<file path="config.mk">
export PLATFORM = sky130hd
export DESIGN_NAME = lp_test_decomp
export DESIGN_NICKNAME = d
export VERILOG_FILES = /design/src/rtl/lptd_pkg.sv /design/src/rtl/lptd_phase_timer.sv /design/src/rtl/lptd_lfsr.sv /design/src/rtl/lptd_chain_stage.sv /design/src/rtl/lp_test_decomp.sv
export SDC_FILE = /design/constraint.sdc
export NUM_CORES = 1
export LEC_CHECK = 0
export BUFFER_PORTS_ARGS = -buffer_cell sky130_fd_sc_hd__buf_4
export CAP_MARGIN = 20
export CORE_MARGIN = 5
export CORE_UTILIZATION = 50
export DETAILED_ROUTE_END_ITERATION = 8
export GPL_TIMING_DRIVEN = 0
export PLACE_DENSITY = 0.86
export SKIP_LAST_GASP = 1
export SLEW_MARGIN = 10
export SYNTH_ARGS = -nofsm -noshare
export SYNTH_HDL_FRONTEND = slang
export SYNTH_SLANG_ARGS = --single-unit
</file>
<file path="constraint.sdc">
create_clock -name clk -period 1.58 [get_ports clk]
set_clock_uncertainty 0.1 [all_clocks]
set_input_delay 0.079 -clock clk [delete_from_list [all_inputs] [get_ports clk]]
set_output_delay 0.079 -clock clk [all_outputs]
set_load 0.01 [all_outputs]
</file>
<file path="src/rtl/lptd_pkg.sv">
package lptd_pkg;

    localparam int LFSR_W = 16;
    localparam int CNT_W  = 4;
    localparam logic [LFSR_W-1:0] LFSR_POLY = 16'hB400;
    localparam logic [LFSR_W-1:0] LFSR_SEED = 16'h0001;

    typedef enum logic {
        PH_HOLD   = 1'b0,
        PH_TOGGLE = 1'b1
    } phase_e;

    typedef struct packed {
        phase_e             init_mode;
        logic [CNT_W-1:0]   offset;
        logic [CNT_W-1:0]   tog_len;
        logic [CNT_W-1:0]   hold_len;
    } pat_cfg_t;

    // Galois shift of the state register.
    function automatic logic [LFSR_W-1:0] lfsr_shift(input logic [LFSR_W-1:0] s);
        return (s >> 1) ^ (s[0] ? LFSR_POLY : '0);
    endfunction

    // State bit that receives tester channel c.
    function automatic int inject_pos(input int c, input int n_ch);
        return LFSR_W - 1 - ((c * (LFSR_W / n_ch)) % LFSR_W);
    endfunction

    function automatic phase_e other_phase(input phase_e p);
        return (p == PH_TOGGLE) ? PH_HOLD : PH_TOGGLE;
    endfunction

endpackage

</file>
<file path="src/rtl/lptd_phase_timer.sv">
module lptd_phase_timer
    import lptd_pkg::*;
(
    input  logic     clk,
    input  logic     rst,
    input  logic     start_i,
    input  pat_cfg_t cfg_i,
    input  logic     adv_i,
    output phase_e   phase_o
);

    logic [CNT_W-1:0] cnt_q;
    logic [CNT_W-1:0] tog_q;
    logic [CNT_W-1:0] hold_q;
    phase_e           phase_q;
    phase_e           next_phase;

    always_comb next_phase = other_phase(phase_q);

    always_ff @(posedge clk) begin
        if (rst) begin
            cnt_q   <= '0;
            tog_q   <= '0;
            hold_q  <= '0;
            phase_q <= PH_HOLD;
        end else if (start_i) begin
            tog_q   <= cfg_i.tog_len;
            hold_q  <= cfg_i.hold_len;
            cnt_q   <= cfg_i.offset;
            phase_q <= cfg_i.init_mode;
        end else if (adv_i) begin
            if (cnt_q == '0) begin
                phase_q <= next_phase;
                cnt_q   <= (next_phase == PH_TOGGLE) ? tog_q : hold_q;
            end else begin
                cnt_q <= cnt_q - 1'b1;
            end
        end
    end

    assign phase_o = phase_q;

    a_r2_start_load: assert property (@(posedge clk) disable iff (rst)
        start_i |=> (cnt_q == $past(cfg_i.offset)) && (phase_q == $past(cfg_i.init_mode)));

    a_r3_flip_at_zero: assert property (@(posedge clk) disable iff (rst)
        (adv_i && cnt_q == '0) |=> (phase_q != $past(phase_q)));

    a_r3_reload_new_phase: assert property (@(posedge clk) disable iff (rst)
        (adv_i && cnt_q == '0) |=> (cnt_q == ((phase_q == PH_TOGGLE) ? tog_q : hold_q)));

    a_r3_count_down: assert property (@(posedge clk) disable iff (rst)
        (adv_i && cnt_q != '0) |=> ((cnt_q == $past(cnt_q) - 1'b1) && $stable(phase_q)));

endmodule

</file>
<file path="src/rtl/lptd_lfsr.sv">
module lptd_lfsr
    import lptd_pkg::*;
#(
    parameter int N_CH = 2
) (
    input  logic              clk,
    input  logic              rst,
    input  logic              adv_i,
    input  logic [N_CH-1:0]   tester_i,
    output logic [LFSR_W-1:0] state_o
);

    logic [LFSR_W-1:0] state_q;
    logic [LFSR_W-1:0] inj;
    logic [LFSR_W-1:0] state_d;

    always_comb begin
        inj = '0;
        for (int c = 0; c < N_CH; c++) begin
            inj[inject_pos(c, N_CH)] = inj[inject_pos(c, N_CH)] ^ tester_i[c];
        end
        state_d = lfsr_shift(state_q) ^ inj;
    end

    always_ff @(posedge clk) begin
        if (rst) begin
            state_q <= LFSR_SEED;
        end else if (adv_i) begin
            state_q <= state_d;
        end
    end

    assign state_o = state_q;

    a_r6_frozen_when_idle: assert property (@(posedge clk) disable iff (rst)
        !adv_i |=> $stable(state_q));

endmodule

</file>
<file path="src/rtl/lptd_chain_stage.sv">
module lptd_chain_stage
    import lptd_pkg::*;
#(
    parameter int N_CHAINS = 8
) (
    input  logic                clk,
    input  logic                rst,
    input  logic                start_i,
    input  logic [N_CHAINS-1:0] mask_i,
    input  logic                shift_i,
    input  phase_e              phase_i,
    input  logic [LFSR_W-1:0]   lfsr_i,
    output logic [N_CHAINS-1:0] chain_o
);

    logic [N_CHAINS-1:0] mask_q;
    logic [N_CHAINS-1:0] chain_q;
    logic [N_CHAINS-1:0] spread;
    logic [N_CHAINS-1:0] chain_d;

    for (genvar j = 0; j < N_CHAINS; j++) begin : g_chain
        localparam int TAP_A = j % LFSR_W;
        localparam int TAP_B = (LFSR_W - 1 - j % LFSR_W);
        assign spread[j]  = lfsr_i[TAP_A] ^ lfsr_i[TAP_B];
        // Input mux of the chain flop: fresh data or its own held value.
        assign chain_d[j] = (phase_i == PH_TOGGLE && mask_q[j]) ? spread[j] : chain_q[j];
    end

    always_ff @(posedge clk) begin
        if (rst) begin
            mask_q  <= '0;
            chain_q <= '0;
        end else begin
            if (start_i) begin
                mask_q <= mask_i;
            end
            if (shift_i) begin
                chain_q <= chain_d;
            end
        end
    end

    assign chain_o = chain_q;

    a_r5_hold_phase_stable: assert property (@(posedge clk) disable iff (rst)
        (shift_i && phase_i == PH_HOLD) |=> $stable(chain_q));

    a_r4_masked_chains_keep: assert property (@(posedge clk) disable iff (rst)
        shift_i |=> (((chain_q ^ $past(chain_q)) & ~mask_q) == '0));

    a_r7_no_shift_no_change: assert property (@(posedge clk) disable iff (rst)
        !shift_i |=> $stable(chain_q));

endmodule

</file>
<file path="src/rtl/lp_test_decomp.sv">
module lp_test_decomp
    import lptd_pkg::*;
#(
    parameter int N_CH     = 2,
    parameter int N_CHAINS = 8,
    parameter int LEN_W    = 8
) (
    input  logic                clk,
    input  logic                rst,
    input  logic                start_i,
    input  logic                init_mode_i,
    input  logic [CNT_W-1:0]    offset_i,
    input  logic [CNT_W-1:0]    tog_len_i,
    input  logic [CNT_W-1:0]    hold_len_i,
    input  logic [N_CHAINS-1:0] chain_mask_i,
    input  logic [LEN_W-1:0]    scan_len_i,
    input  logic [N_CH-1:0]     tester_i,
    output logic [N_CHAINS-1:0] chain_o,
    output logic                valid_o,
    output logic                phase_o,
    output logic                busy_o
);

    pat_cfg_t          cfg;
    logic              busy_q;
    logic              valid_q;
    logic [LEN_W-1:0]  rem_q;
    logic              adv;
    phase_e            phase;
    logic [LFSR_W-1:0] lfsr_state;

    // A start strobe takes priority over shifting in the same cycle.
    assign adv = busy_q & ~start_i;

    always_comb begin
        cfg.init_mode = phase_e'(init_mode_i);
        cfg.offset    = offset_i;
        cfg.tog_len   = tog_len_i;
        cfg.hold_len  = hold_len_i;
    end

    always_ff @(posedge clk) begin
        if (rst) begin
            busy_q  <= 1'b0;
            valid_q <= 1'b0;
            rem_q   <= '0;
        end else begin
            valid_q <= adv;
            if (start_i) begin
                rem_q  <= scan_len_i;
                busy_q <= (scan_len_i != '0);
            end else if (adv) begin
                rem_q <= rem_q - 1'b1;
                if (rem_q == LEN_W'(1)) begin
                    busy_q <= 1'b0;
                end
            end
        end
    end

    lptd_phase_timer u_timer (
        .clk     (clk),
        .rst     (rst),
        .start_i (start_i),
        .cfg_i   (cfg),
        .adv_i   (adv),
        .phase_o (phase)
    );

    lptd_lfsr #(.N_CH(N_CH)) u_lfsr (
        .clk      (clk),
        .rst      (rst),
        .adv_i    (adv),
        .tester_i (tester_i),
        .state_o  (lfsr_state)
    );

    lptd_chain_stage #(.N_CHAINS(N_CHAINS)) u_chains (
        .clk     (clk),
        .rst     (rst),
        .start_i (start_i),
        .mask_i  (chain_mask_i),
        .shift_i (adv),
        .phase_i (phase),
        .lfsr_i  (lfsr_state),
        .chain_o (chain_o)
    );

    assign valid_o = valid_q;
    assign busy_o  = busy_q;
    assign phase_o = phase;

    a_r7_valid_after_shift: assert property (@(posedge clk) disable iff (rst)
        adv |=> valid_o);

    a_r7_last_shift_ends: assert property (@(posedge clk) disable iff (rst)
        (adv && rem_q == LEN_W'(1)) |=> !busy_o);

    a_r7_zero_length_idle: assert property (@(posedge clk) disable iff (rst)
        (start_i && scan_len_i == '0) |=> !busy_o);

    a_r8_restart_loads: assert property (@(posedge clk) disable iff (rst)
        (start_i && scan_len_i != '0) |=> (busy_o && rem_q == $past(scan_len_i)));

endmodule

</file>
==> flow_summary.toml, run 1 <==
[status]
status = "complete, no violations"

[clock_network]
cts_tree = "built"
clk_latency_ps = 320
cts.sinks = 55
clockBufferDepth = 2
clk_pin_slew_worst_paths_ps = 90
h-tree-depth = 2
cts-root-buf = "clkbuf_8"
cts_buffers = 5

[yosys]
synth_area_um2 = 2500
ys_seq_elements = 55
syn_avg_cell_area_um2 = 9.26
yosysTopAreaCellShare_pct = 44.0
synth_edf_count = 0
synth.area.top_cells = "dfxtp_1 (44%), mux2i_1 (7.2%), a211oi_1 (5.4%)"
yosysTopAreaCell = "dfxtp_1"
ys_seq_area_share_pct = 44.0
syn-num-nets = 307
synthArstFlopShare_pct = 0
synth_cell_type_count = 44
ys.flop_type = "dfxtp_1"
syn_inst = 270
ys_warn_count = 0

[finish]
utilization_pct = 70.8
syn_to_final_growth_pct = 35.6
fin_area_um2 = 3390
antenna_cells = 0
num-fill-cells = 355
drive_gt1_share_pct = 23.2
multi_input_area_um2 = 1310
fin_nets = 390
regArea_um2 = 1110
stdcell_count = 421

[floorplan]
die_h_um = 80.7
start_util_pct = 52.2
core_region_area_um2 = 4790
die_area_um2 = 6510
fp-row-count = 25
ios = 45
fp.dieW_um = 80.7

[job]
maxCapViolCount = 0

[worst_setup_path]
crit_fanout = 5
critical_path.slowest_cell = "or4_1"
reg2reg_from = "rem_q[0]"
crit_arrival_ps = 1660
worstPathRequired_ps = 1700
critPathCaptureType = "register"
worst_path_largest_cell_delay_ps = 390
critical-path-top-delay-family = "simple AND/OR/NAND/NOR gates"
worstSetupPathType = "register to register"
worstPathCellList = "inv_1 -> ha_4 -> nand2_4 -> or4_1 -> a311oi_1"
critPathBufInv = 1
cp-start-kind = "register"
startpoint = "rem_q[0]"

[detailed_routing]
drtIter0Drc = 120
ant_nets = 0
first_pass_iters = 5
wl_um = 6400
viasPerCell = 5.41
vias = 2277
drc = 0
routedWlPerCell_um = 15.2

[timing]
rsz0062_at_grt = "yes"
hold_violations = 0
setup-violations-final = 0
setup_tns_ps = 0
fin_crit_sh_pct = 97.3
tightest_slew_ps = 607
drv_slew = 0
holdWs_ps = 24.4
fin_crit_ps = 1540
clock.fmax_ghz = 0.651
setup_slack_ps = 43.0
relSlewSlack_pct = 59.5

[global_routing]
grt_pass1_wl_um = 10200
antenna_found_initial = 0
grt.overflow.total = 0
grt_pass1_vias = 2233
grt_max_degree = 18
grt_usage_pct = 20.6

[hold_path]
hold_start = "offset_i[1]"
min_path_type = "input port to register"

[placed_design]
gp_congestion = 0.809
dp.final_hpwl_um = 4230
portBuffers = 44
pre_cts_slack_ps = -18.9
dpl-instance-area_um2 = 2910
placed_cells = 381

[power_and_ir_drop]
power_density_nw_per_um2 = 876
power_mw = 2.97
power.leakage_nw = 1.37
ir_drop_mv = 0.412
==> registers in the layout, indices dropped and copies added, names as in the netlist <==
name / cells
busy_o: 1
rem_q: 8
u_chains.chain_o: 8
u_chains.mask_q: 8
u_lfsr.state_o: 16
u_timer.cnt_q: 4
u_timer.hold_q: 4
u_timer.phase_o: 1
u_timer.tog_q: 4
valid_o: 1
==> Yosys cell counts, types with 4 or more instances <==
library cell  count
a211oi_1         18
a21oi_1          16
and4b_1           9
buf_2             7
clkbuf_1          8
dfxtp_1          55
inv_1            12
mux2_2            4
mux2i_1          18
nand2_1          28
nor2_1           35
xnor2_1          14
==> kinds of logic (layout without fill, tap and decap cells) <==
kind of cell / Yosys count / after routing / share of synthesized area, %
buf+inv: 30 / 114 / 5.05
flops: 55 / 55 / 44.0
xor+xnor: 16 / 16 / 5.61
mux: 22 / 22 / 9.01
simple gates: 93 / 93 / 20.1
fa+ha+maj: 3 / 3 / 1.50
compound gates: 51 / 51 / 14.7
==> layout by cell type (no fill, tap or decap), drive strengths merged <==
cell / count
dlygate4sd3: 30
ha: 3
nor2: 35
inv: 13
a31o: 1
mux2: 4
o41ai: 1
and4: 3
nand3b: 2
a221oi: 1
nor3: 2
a2111oi: 3
o31ai: 1
and4b: 9
bufinv: 1
buf: 56
or4: 3
a21oi: 16
xnor2: 14
nor3b: 2
nor4: 4
clkbuf: 14
mux2i: 18
xor2: 2
o21bai: 1
a211oi: 18
a311oi: 3
o32ai: 1
or3: 1
a31oi: 1
o2111ai: 1
o211ai: 1
nor4b: 2
a211o: 1
nand2: 28
nor2b: 1
dfxtp: 55
nand2b: 1
o21ai: 1
==> worst min-delay path, delay by kind of cell <==
family	cells	cell delay (ps)
AO/OA/AOI/OAI	2	150
buffers and inverters	2	160
==> power by group <==
| group | total [mW] | switching [mW] | internal [mW] | leakage (nW) |
|---|---|---|---|---|
| registers | 1.52 | 0.0699 | 1.45 | 0.453 |
| clock network | 0.956 | 0.477 | 0.480 | 0.0558 |
| logic | 0.491 | 0.223 | 0.268 | 0.866 |
| total | 2.97 | 0.770 | 2.20 | 1.37 |
==> repair_timing <==
action                                  CTS  global route
endpoints found under the setup margin    2            17
setup buffers                             0             2
pin swaps                                 1             3
hold buffers                             30             0
gates resized for setup                   5            12
gates cloned                              0             0
hold endpoints to repair                 30             0
==> cell type report <==
| type | count | share of cell area, % |
|---|---|---|
| plain buffers | 18 | 2.40 |
| clock buffers | 6 | 2.14 |
| clock inverters | 2 | 1.14 |
| inverters | 12 | 1.33 |
| multi-input cells | 185 | 38.7 |
| flip-flops and latches | 55 | 32.7 |
| well taps | 67 | 2.47 |
| repair buffers | 76 | 19.0 |
==> metal layers <==
layer / vias to the layer above / global-route usage, % / wire, um / share of wire [%]
met4: 0 / 7.77 / 136 / 2.1
li1: 1121 / - / - / -
met2: 74 / 34.2 / 3020 / 47
met1: 1067 / 25.8 / 2850 / 45
met3: 15 / 4.82 / 387 / 6.0
met5: - / 0 / 0 / 0
==> path summary, 6_finish.rpt <==
check | to | slack (ps) | cells after the start
setup reg to reg | rem_q[4] | 40 | 5
hold / removal | u_timer.cnt_q[1] | 20 | 4
setup / recovery | rem_q[4] | 40 | 5
hold reg to reg | u_lfsr.state_o[1] | 390 | 2
(Power assumes the default switching activity.)
==> run 2, diff against run 1 <==
--- a/config.mk
+++ b/config.mk
@@ -9,6 +9,7 @@
 export CAP_MARGIN = 20
 export CORE_MARGIN = 5
 export CORE_UTILIZATION = 50
+export CTS_BUF_LIST = sky130_fd_sc_hd__clkbuf_16
 export DETAILED_ROUTE_END_ITERATION = 8
 export GPL_TIMING_DRIVEN = 0
 export PLACE_DENSITY = 0.86
==> run 2 against run 1 <==
- the run now ends with hold timing left
- count of clock-buffer cells in the layout decreased by 1
- power up 9.9%
- sequential power barely moved
- first-iteration DRC count increased by 41%
- hold slack lost 32 ps
- via count down 1.1%
- die area stayed put
- setup slack better by 5.3 ps
- highest routed layer unchanged
==> flow_summary.toml, run 2 (synthesis gave the netlist of run 1 again) <==
[finish]
antenna_cells = 0
final_cell_mix = "dfxtp_1 (52), buf_4 (47), nor2_1 (35)"
drive_gt1_share_pct = 23.0
num-fill-cells = 341
final_common_cell = "dfxtp_1"
syn_to_final_growth_pct = 37.2
stdcell_count = 419
fin_nets = 388
largest_reg_flops = 16

[floorplan]
fp.dieW_um = 80.7
die_h_um = 80.7
fp-row-count = 25
start_util_pct = 52.2
core_region_area_um2 = 4790
die_area_um2 = 6510
ios = 45

[global_routing]
antenna_found_initial = 0
grt.overflow.total = 0
grt_max_degree = 18
grt_pass1_vias = 2207
grt_pass1_wl_um = 10400
grt_usage_pct = 20.8

[clock_network]
h-tree-depth = 2
cts.sinks = 55
clk_latency_ps = 290
cts-root-buf = "clkbuf_16"
cts_buffers = 5
clk_pin_slew_worst_paths_ps = 70
clockBufferDepth = 2
cts_tree = "built"

[job]
maxCapViolCount = 0

[timing]
rsz0062_at_grt = "yes"
clock.fmax_ghz = 0.653
setup_tns_ps = 0
fin_crit_ps = 1530
setup-violations-final = 0
tightest_slew_ps = 600
hold_violations = 1
holdWs_ps = -7.32
fin_crit_sh_pct = 96.9
relSlewSlack_pct = 60.0
drv_slew = 0

[hold_path]
min_path_type = "input port to register"

[detailed_routing]
vias = 2252
ant_nets = 0
first_pass_iters = 4
wl_um = 6470
drtIter0Drc = 169
routedWlPerCell_um = 15.4
viasPerCell = 5.37
drc = 0

[worst_setup_path]
critPathCaptureType = "register"
critical_path.slowest_cell = "mux2_2"
reg2reg_from = "u_timer.cnt_q[0]"
reg2reg_slack_ps = 50
worstSetupPathType = "register to register"
worstPathRequired_ps = 1700
endpoint = "u_timer.cnt_q[1]"
startpoint = "u_timer.cnt_q[0]"
cp-start-kind = "register"
crit_arrival_ps = 1650
worstRegToRegCells = 5
crit_fanout = 6
worstPathCellList = "inv_2 -> ha_4 -> nor3b_4 -> mux2_2 -> a21oi_1"
r2r_end = "u_timer.cnt_q[1]"
worst_path_largest_cell_delay_ps = 360

[power_and_ir_drop]
power_density_nw_per_um2 = 951
power.leakage_nw = 1.40
ir_drop_mv = 0.552

[placed_design]
portBuffers = 44
placed_cells = 381
gp_congestion = 0.809
dp.final_hpwl_um = 4230

[status]
status = "finished with violations"
violations = "hold timing"
-- run 2: final cells by class --
cell class	count	area, um^2	share of cell area [%]
timing repair buffer	74	626	18.2
clock inverter	3	42.5	1.24
tap	67	83.8	2.44
buffer	18	86.3	2.52
sequential	55	1110	32.3
inverter	12	45.0	1.31
multi-input combinational	185	1310	38.3
clock buffer	5	125	3.65
-- run 2: what timing repair did --
item / CTS / global route
pin swaps: 0 / 3
hold buffers: 28 / 0
buffers inserted: 0 / 2
endpoints found under the setup margin: 2 / 16
hold endpoints to repair: 28 / 0
resized for setup: 7 / 10
-- run 2: metal layers --
layer / share of wire, % / global-route usage [%] / up-vias
met5: 0 / 0 / -
met4: 1.7 / 6.93 / 0
met3: 6.3 / 4.48 / 12
met2: 48 / 35.1 / 73
met1: 44 / 26.5 / 1045
li1: - / - / 1122
-- run 2: how the worst min path moves through the flow --
stage,slack (ps),depth (start not counted),start,end
2_1_floorplan,120,2,scan_len_i[0],rem_q[0]
3_3_place_gp,220,3,hold_len_i[1],u_timer.hold_q[1]
3_5_place_dp,220,3,chain_mask_i[6],u_chains.mask_q[6]
5_1_grt,10,3,scan_len_i[3],rem_q[3]
6_report,-7,3,scan_len_i[3],rem_q[3]
4_1_cts,2,3,scan_len_i[3],rem_q[3]
-- run 2: metrics by stage --
step | power (mW) | area [um^2] | hold WS [ps] | setup slack (ps) | util [%]
6_report | 3.26 | 3430 | -7.32 | 48.3 | 71.7
5_1_grt | 3.39 | 3430 | 13.3 | -64.7 | 71.7
4_1_cts | 3.25 | 3390 | 2.40 | 5.88 | 70.8
3_5_place_dp | 1.94 | 2910 | 225 | -18.9 | 60.9
3_3_place_gp | 1.93 | 2910 | 219 | 20.7 | 60.9
2_1_floorplan | 1.79 | 2500 | 124 | 99.3 | -
-- run 2: power by group --
group / total [mW] / internal [mW] / switching, mW
logic: 0.491 / 0.267 / 0.224
clock network: 1.25 / 0.748 / 0.500
registers: 1.52 / 1.45 / 0.0703
-- run 2: critical path: cells and delay by family, from the launching register on --
kind / cells / cell delay (ps)
flops: 1 / 350
compound gates: 1 / 140
fa+ha+maj: 1 / 170
simple gates: 1 / 250
mux: 1 / 360
buf+inv: 1 / 100
==> run 3, diff against run 2 <==
--- a/config.mk
+++ b/config.mk
@@ -7,6 +7,7 @@
 export LEC_CHECK = 0
 export BUFFER_PORTS_ARGS = -buffer_cell sky130_fd_sc_hd__buf_4
 export CAP_MARGIN = 20
+export CORE_ASPECT_RATIO = 0.6
 export CORE_MARGIN = 5
 export CORE_UTILIZATION = 50
 export CTS_BUF_LIST = sky130_fd_sc_hd__clkbuf_16
==> run 3 against run 2 <==
- the flow now finishes without violations
- hold slack better by 9.6 ps
- fmax down 1.9%
- final area down 1.2%
- count of clock-buffer cells in the layout unchanged
- first-iteration DRC count down 28%
- register-to-register slack lost 30 ps
- via count increased by 1.4%
- critical path type unchanged
- largest cell class unchanged
- largest power group unchanged
- highest routed layer unchanged
==> flow_summary.toml, run 3 (synthesis gave the netlist of run 1 again) <==
[power_and_ir_drop]
ir_drop_mv = 0.528
switching_power_mw = 0.846
p_seq_share_pct = 48.2
p_comb_share_pct = 15.4
power_density_nw_per_um2 = 934
power.leakage_nw = 1.38
pwr-share-clk_pct = 36.4
swShare_pct = 26.7
internal-power_mw = 2.32

[floorplan]
die_area_um2 = 6560
core_region_area_um2 = 4710
fp-row-count = 19
ios = 45
die_h_um = 64.8
start_util_pct = 53.1
fp.dieW_um = 101

[finish]
largest_reg_flops = 16
fin_nets = 387
antenna_cells = 0
drive_gt1_share_pct = 22.5
final_common_cell = "dfxtp_1"
num-fill-cells = 346
fin_area_um2 = 3390
syn_to_final_growth_pct = 35.5
final_cell_mix = "dfxtp_1 (51), buf_4 (45), nor2_1 (35)"

[timing]
drv_slew = 0
relSlewSlack_pct = 58.8
hold_violations = 0
clock.fmax_ghz = 0.640
rsz0062_at_grt = "yes"
holdWs_ps = 2.26
tightest_slew_ps = 618
fin_crit_sh_pct = 98.8
setup-violations-final = 0
fin_crit_ps = 1560
setup_slack_ps = 18.3

[worst_setup_path]
worstSetupPathType = "register to register"
crit_fanout = 5
crit_arrival_ps = 1670
critPathCaptureType = "register"
cp-start-kind = "register"
worstPathRequired_ps = 1690

[global_routing]
grt_usage_pct = 21.8
grt.overflow.total = 0
grt_max_degree = 20
grt_pass1_wl_um = 11100
antenna_found_initial = 0
grt_pass1_vias = 2235

[hold_path]
min_path_type = "input port to register"

[detailed_routing]
wl_um = 6800
drtIter0Drc = 122
vias = 2284
first_pass_iters = 4
ant_nets = 0
routedWlPerCell_um = 16.4
drc = 0
viasPerCell = 5.52

[clock_network]
cts.sinks = 55
cts_buffers = 5
h-tree-depth = 2
cts-root-buf = "clkbuf_16"
clockBufferDepth = 2
clk_pin_slew_worst_paths_ps = 80
clk_latency_ps = 300
cts_tree = "built"

[placed_design]
gp_congestion = 0.884
dp.final_hpwl_um = 4540
dpl-instance-area_um2 = 2910
pre_cts_slack_ps = -57.4
portBuffers = 44

[status]
status = "complete, no violations"

[job]
maxCapViolCount = 0
[run 3: per-stage QoR]
| step | util [%] | std cells | total power, mW | setup TNS [ps] |
|---|---|---|---|---|
| 2_1_floorplan | - | 270 | 1.79 | 0 |
| 3_3_place_gp | 61.8 | 377 | 1.94 | 0 |
| 3_5_place_dp | 61.8 | 377 | 1.95 | -62.1 |
| 4_1_cts | 71.5 | 414 | 3.14 | -21.5 |
| 5_1_grt | 72.0 | 414 | 3.28 | -122 |
| 6_report | 72.0 | 414 | 3.16 | 0 |
[run 3: layout make-up]
class	instances	area, um^2	area share, %
clock buffer	5	125	3.69
sequential	55	1110	32.6
buffer	18	83.8	2.47
tap	63	78.8	2.33
multi-input combinational	185	1300	38.4
timing repair buffer	73	621	18.3
inverter	12	45.0	1.33
clock inverter	3	28.8	0.849
[run 3: power by group through the flow]
| stage | sequential, mW | clock (mW) | combinational [mW] |
|---|---|---|---|
| final | 1.52 | 1.15 | 0.487 |
| after global routing | 1.53 | 1.22 | 0.530 |
| after CTS | 1.52 | 1.15 | 0.471 |
| after detailed placement | 1.55 | 0 | 0.404 |
| after global placement | 1.55 | 0 | 0.389 |
| after floorplan | 1.54 | 0 | 0.257 |
[run 3: routing by layer]
layer | part of all wire (%) | vias up | wire (um) | GRT usage, %
met4 | 1.4 | 0 | 94 | 6.63
met1 | 45 | 1055 | 3080 | 29.2
met2 | 45 | 89 | 3090 | 35.3
met3 | 7.8 | 10 | 531 | 5.04
li1 | - | 1130 | - | -
met5 | 0 | - | 0 | 0
[run 3: final timing paths]
| check | from | to | slack [ps] | cells after the start |
|---|---|---|---|---|
| min reg2reg | u_lfsr.state_o[4] | u_lfsr.state_o[3] | 390 | 2 |
| max reg2reg | rem_q[1] | rem_q[4] | 20 | 5 |
| min | offset_i[0] | u_timer.cnt_q[0] | 2 | 3 |
| max | rem_q[1] | rem_q[4] | 20 | 5 |
[run 3: critical path, stage by stage (launching register included)]
cell and delay (ps):
dfxtp_2 350, inv_1 80, ha_1 170, nand2_1 120, or4_1 410, a311oi_1 250
[run 3: timing repair]
action / 4_1_cts / 5_1_grt
gates resized for setup: 5 / 7
hold buffers: 29 / 0
hold endpoints to repair: 29 / 0
endpoints found under the setup margin: 9 / 19
pin swaps: 0 / 1
setup buffers: 0 / 0
